==> config.mk <==
export PLATFORM = sky130hd
export DESIGN_NAME = pls_divider
export DESIGN_NICKNAME = d
export VERILOG_FILES = /design/src/rtl/pls_div_pkg.sv /design/src/rtl/pls_ratio_decode.sv /design/src/rtl/pls_main_cnt.sv /design/src/rtl/pls_swallow_cnt.sv /design/src/rtl/pls_divider.sv
export SDC_FILE = /design/constraint.sdc
export NUM_CORES = 1
export LEC_CHECK = 0
export BUFFER_PORTS_ARGS = -buffer_cell sky130_fd_sc_hd__buf_2
export CORE_ASPECT_RATIO = 0.75
export CORE_MARGIN = 2
export CORE_UTILIZATION = 40
export CTS_CLUSTER_DIAMETER = 50
export DETAILED_ROUTE_END_ITERATION = 10
export PLACE_DENSITY = 0.59
export SLEW_MARGIN = 40
export SYNTH_ARGS = -nofsm -noshare
export SYNTH_HDL_FRONTEND = slang
export SYNTH_SLANG_ARGS = --single-unit
==> constraint.sdc <==
create_clock -name clk_pre -period 3.4 [get_ports clk_pre]
set_input_delay 0.68 -clock clk_pre [delete_from_list [all_inputs] [get_ports clk_pre]]
set_output_delay 0.68 -clock clk_pre [all_outputs]
set_load 0.1 [all_outputs]
==> src/rtl/pls_div_pkg.sv <==
package pls_div_pkg;

   typedef enum logic {
      PH_STANDBY = 1'b0,
      PH_ACTIVE  = 1'b1
   } pls_phase_e;

endpackage

==> src/rtl/pls_ratio_decode.sv <==
module pls_ratio_decode #(
   parameter int MAIN_W   = 14,
   parameter int SWAL_W   = 4,
   parameter bit CLAMP_EN = 1'b1
) (
   input  logic [MAIN_W+SWAL_W-1:0] ratio_word,
   output logic [MAIN_W-1:0]        main_load,
   output logic [SWAL_W-1:0]        swal_load
);
   localparam int RATIO_W = MAIN_W + SWAL_W;
   localparam int B_MIN   = (1 << SWAL_W) + 1;

   logic [MAIN_W-1:0] b_raw;
   logic [MAIN_W-1:0] b_eff;

   assign b_raw     = ratio_word[RATIO_W-1:SWAL_W];
   assign swal_load = ratio_word[SWAL_W-1:0];

   generate
      if (CLAMP_EN) begin : g_clamp
         // raise short main counts to the legal floor
         assign b_eff = (b_raw < MAIN_W'(B_MIN)) ? MAIN_W'(B_MIN) : b_raw;
      end else begin : g_pass
         assign b_eff = b_raw;
      end
   endgenerate

   // main counter runs B_eff-1 .. 0, i.e. B_eff prescaler cycles
   assign main_load = b_eff - MAIN_W'(1);

   initial begin
      assert (SWAL_W >= 1) else $error("SWAL_W must be at least 1");
      assert (MAIN_W > SWAL_W) else $error("MAIN_W must exceed SWAL_W");
   end
endmodule

==> src/rtl/pls_main_cnt.sv <==
module pls_main_cnt #(
   parameter int W = 14
) (
   input  logic         clk,
   input  logic         rst_n,
   input  logic         load,
   input  logic         en,
   input  logic [W-1:0] load_val,
   output logic         term
);
   logic [W-1:0] cnt_q;

   always_ff @(posedge clk or negedge rst_n) begin
      if (!rst_n) begin
         cnt_q <= '0;
      end else if (load) begin
         cnt_q <= load_val;
      end else if (en) begin
         cnt_q <= cnt_q - W'(1);
      end
   end

   assign term = (cnt_q == '0);

   // a reload always starts a period of many cycles, so the terminal state is left
   p_reload_nonzero_r3: assert property (@(posedge clk) disable iff (!rst_n)
      load |=> !term);
endmodule

==> src/rtl/pls_swallow_cnt.sv <==
module pls_swallow_cnt #(
   parameter int W = 4
) (
   input  logic         clk,
   input  logic         rst_n,
   input  logic         load,
   input  logic         en,
   input  logic [W-1:0] load_val,
   output logic         busy
);
   logic [W-1:0] cnt_q;

   always_ff @(posedge clk or negedge rst_n) begin
      if (!rst_n) begin
         cnt_q <= '0;
      end else if (load) begin
         cnt_q <= load_val;
      end else if (en && (cnt_q != '0)) begin
         cnt_q <= cnt_q - W'(1);
      end
   end

   assign busy = (cnt_q != '0);

   // once the swallow phase ends it stays ended until the next reload
   p_swallow_floor_r2: assert property (@(posedge clk) disable iff (!rst_n)
      (!busy && !load) |=> !busy);
endmodule

==> src/rtl/pls_divider.sv <==
module pls_divider #(
   parameter int MAIN_W   = 14,
   parameter int SWAL_W   = 4,
   parameter bit CLAMP_EN = 1'b1
) (
   input  logic                      clk_pre,
   input  logic                      rst_n,
   input  logic                      run_en,
   input  logic [MAIN_W+SWAL_W-1:0]  ratio_word,
   output logic                      mod_sel,
   output logic                      div_pulse,
   output logic                      mon_pulse
);
   import pls_div_pkg::*;

   pls_phase_e        phase_q;
   logic [MAIN_W-1:0] main_load;
   logic [SWAL_W-1:0] swal_load;
   logic              reload;
   logic              step;
   logic              main_term;
   logic              swal_busy;
   logic              active;

   pls_ratio_decode #(
      .MAIN_W  (MAIN_W),
      .SWAL_W  (SWAL_W),
      .CLAMP_EN(CLAMP_EN)
   ) u_decode (
      .ratio_word(ratio_word),
      .main_load (main_load),
      .swal_load (swal_load)
   );

   always_ff @(posedge clk_pre or negedge rst_n) begin
      if (!rst_n) begin
         phase_q <= PH_STANDBY;
      end else begin
         phase_q <= run_en ? PH_ACTIVE : PH_STANDBY;
      end
   end

   assign active = (phase_q == PH_ACTIVE);
   // standby, a run request and the period end all force a fresh load
   assign reload = !active || !run_en || main_term;
   assign step   = active && run_en;

   pls_main_cnt #(.W(MAIN_W)) u_main (
      .clk     (clk_pre),
      .rst_n   (rst_n),
      .load    (reload),
      .en      (step),
      .load_val(main_load),
      .term    (main_term)
   );

   pls_swallow_cnt #(.W(SWAL_W)) u_swal (
      .clk     (clk_pre),
      .rst_n   (rst_n),
      .load    (reload),
      .en      (step),
      .load_val(swal_load),
      .busy    (swal_busy)
   );

   assign mod_sel   = active && swal_busy;
   assign div_pulse = active && main_term;
   assign mon_pulse = div_pulse;

   // standby sampled on the previous edge silences both outputs
   p_idle_quiet_r7: assert property (@(posedge clk_pre) disable iff (!rst_n)
      !$past(run_en) |-> (!div_pulse && !mod_sel));

   // the output pulse lasts a single prescaler cycle
   p_single_pulse_r4: assert property (@(posedge clk_pre) disable iff (!rst_n)
      div_pulse |=> !div_pulse);

   // the swallow phase has finished before the main count expires
   p_mod_low_at_term_r2: assert property (@(posedge clk_pre) disable iff (!rst_n)
      div_pulse |-> !mod_sel);
endmodule

==> impl_results.md <==
- Min-delay worst type: input port to asynchronous set/reset pin
- Antenna violations before repair: 0
- Post-CTS Hold Buffers: 0
- Diode count: 0
- Asr flop ratio synth: 100%
- H-tree levels: 1
- Post-CTS Setup Repair Bufs: 0
- PwrDens: 363 nW/um2
- Via Count: 1212
- Die ar.: 3600 um2
- Final Instance Area: 1570 um2
- Total GRT Usage: 19.6%
- Post-synth EDFFs: 0
- Synth cell count leaders: 21 x nor2_1, 19 x dfrtp_1, 13 x a21oi_1
- Layout Nets: 208
- Yosys reg bits: 19
- DP Wirelength: 2360 um
- Slowest CP cell: dfrtp_1
- WP depth: 11
- Largest area contributor in the netlist: dfrtp_1
- CP max FO: 5
- Root Driver: clkbuf_8
- Largest net degree at the start of global routing: 20
- Xor/xnor share of the synthesized area: 7.69%
- Initial DRC count: 83
- Crit end category: flip-flop
- Post-Synth Adder-Cell Area: 2.00%
- Layout area overhead: 25.5%
- Core Region: 2960 um2
- Die height: 52.5 um
- Worst-skew pair later-pin latency: 260 ps
- Multi-input gate area: 749 um2
- DP Area: 1510 um2
- Row cnt: 17
- Final Skew: 5.87 ps
- Cell variety after synth: 39
- Peak supply drop: 0.207 mV
- RSZ-0062 raised after global routing: no
- Post-cts resize count: 0
- Max stage delay on crit path: 410 ps
- Pwr Total: 0.570 mW
- Crit path arrival time: 3380 ps
- Status: finished clean
- Worst Max-Slew Pin Slew: 498 ps
- First-pass GRT wire length: 5220 um
- Fin. max-slew vios: 0
- CTS tree: done
- Worst Path Required: 3590 ps
- Synth Area in Compound Gates: 21.2%
- CP Cell Sequence: nor3_1, and4_1, a21oi_1, buf_4, a22oi_1, ha_1, or3b_1, a311o_1, or3_1, a211oi_2, xnor2_1
- Tmin final: 3190 ps
- Synth area leaders: dfrtp_1 38%, nor2_1 6.3%, xnor2_1 6.3%, a21oi_1 5.2%, a22oi_1 4.2%
- Worst path top cell family by delay: simple AND/OR/NAND/NOR gates
- Syn Area/Cell: 8.52 um2
- Most common flop cell mapped by yosys: dfrtp_1
- Post-Syn Instances: 147
- Number of global-route vias before repair: 1145
- Post-DR vias/cell: 5.46
- Fmax: 314 MHz
- Mapped cell area: 1250 um2
- Remaining global-route overflow: 0
- WL/cell: 13.6 um
- Yosys warns: 0
- Fraction of layout cells with a size suffix above 1: 26.1%
- Fillers: 294
- Count leader, synth: nor2_1
- MaxCap Viol Count: 0
- Critical path startpoint category: flip-flop
- Kind of critical path: flip-flop to flip-flop
- Non-Filler Instances: 222
- Starting Density: 42.4%
- Leakage: 0.702 nW
- Final period utilization: 93.7%
- Die X: 68.6 um
- CTS buffer count: 3
- Clock Pin Slew Worst Setup and Hold Paths: 80 ps
- Max clock buf depth: 2
- Slew margin rel.: 66.7%
- Drc violations: 0
- Mux cell area share after synthesis: 4.00%
- Largest family of logic cells by synthesized area: simple AND/OR/NAND/NOR gates
- Final setup vio count: 0
- Placed Cells: 218
- DRT Wirelength: 3030 um
- Final hold vios: 0
- Yosys top cell area share: 38.0%
- Sequential area share after synthesis: 38.0%
- DR pass1 iterations: 4
- Simple logic cell fraction of the synthesized area: 23.6%
- FF/Latch Area: 475 um2
- Number of clock sinks: 19
- FF-to-FF path depth: 11
- Bufs and invs on worst path: 1
- Synth Net Count: 170
- IO Count: 24
- Port buffer count: 23
- Fin util: 53.2%
- Routability cong.: 0.909
- Routed Antenna Nets: 0
stage by stage:
stage / setup TNS, ps / hold WS [ps] / setup WS (ps)
after floorplan: 0 / 384 / 88.4
after global placement: -55.6 / 505 / -38.4
after detailed placement: -376 / 516 / -129
after CTS: 0 / 362 / 107
after global routing: 0 / 375 / 11.2
final: 0 / 348 / 213
final cells by class:
class,count,share of cell area (%)
multi-input combinational,118,47.7
clock buffer,3,2.63
inverter,4,0.955
sequential,19,30.3
timing repair buffer,39,15.0
clock inverter,1,0.478
tap,38,3.03
layout by cell type, fill, tap and decap left out, types with 2 or more instances in the layout:
master	count
a211oi_2	2
ha_1	2
xnor2_1	9
o21ai_0	6
nor2_1	21
buf_2	23
buf_4	16
nand3_1	2
inv_1	4
xor2_1	2
clkbuf_8	3
nor2b_1	2
nand2_1	11
a21oi_1	13
nor4_2	2
dfrtp_1	19
o22ai_1	2
nor3b_1	2
mux2i_1	5
a22oi_1	7
or3_1	2
and3_1	3
nor3_1	9
path summary, 6_finish.rpt:
| path | from | end | slack, ps |
|---|---|---|---|
| max in group asynchronous | rst_n | active$_DFF_PN0_ | 2750 |
| min in group clk_pre | u_main.cnt_q[0]$_DFFE_PN0P_ | u_main.cnt_q[0]$_DFFE_PN0P_ | 530 |
| max | u_main.cnt_q[1]$_DFFE_PN0P_ | u_main.cnt_q[12]$_DFFE_PN0P_ | 210 |
| max reg2reg | u_main.cnt_q[1]$_DFFE_PN0P_ | u_main.cnt_q[12]$_DFFE_PN0P_ | 210 |
| min | rst_n | u_swal.cnt_q[2]$_DFFE_PN0P_ | 350 |
| min reg2reg | u_main.cnt_q[0]$_DFFE_PN0P_ | u_main.cnt_q[0]$_DFFE_PN0P_ | 530 |
state kept, by name, summed over array words and instances (netlist names):
name          count
u_main.cnt_q     14
u_swal.cnt_q      4
active            1
worst register-to-register path, cell delays in order, from the launching register on:
cell,delay (ps)
dfrtp_1,410
nor3_1,270
and4_1,270
a21oi_1,150
buf_4,190
a22oi_1,180
ha_1,190
or3b_1,370
a311o_1,380
or3_1,330
a211oi_2,240
xnor2_1,140
report_power, final:
| group | internal [mW] | switching [mW] |
|---|---|---|
| logic | 0.0599 | 0.0745 |
| registers | 0.249 | 0.0217 |
| clock network | 0.0828 | 0.0821 |
layer usage:
layer  up-vias  GRT usage, %  wire length, um
met5         -             0                0
met4         0          3.00                0
met1       556          27.6             1510
met2        46          29.8             1260
met3         0          6.24              252
li1        610             -                -
cell families after synthesis:
group                    after synthesis
flip-flops                            19
XOR/XNOR                              11
adder cells (fa/ha/maj)                2
buffers and inverters                 10
multiplexers                           5
AND/OR/NAND/NOR                       60
AO/OA/AOI/OAI                         40
Note: power is estimated with default switching activity, not from simulation.
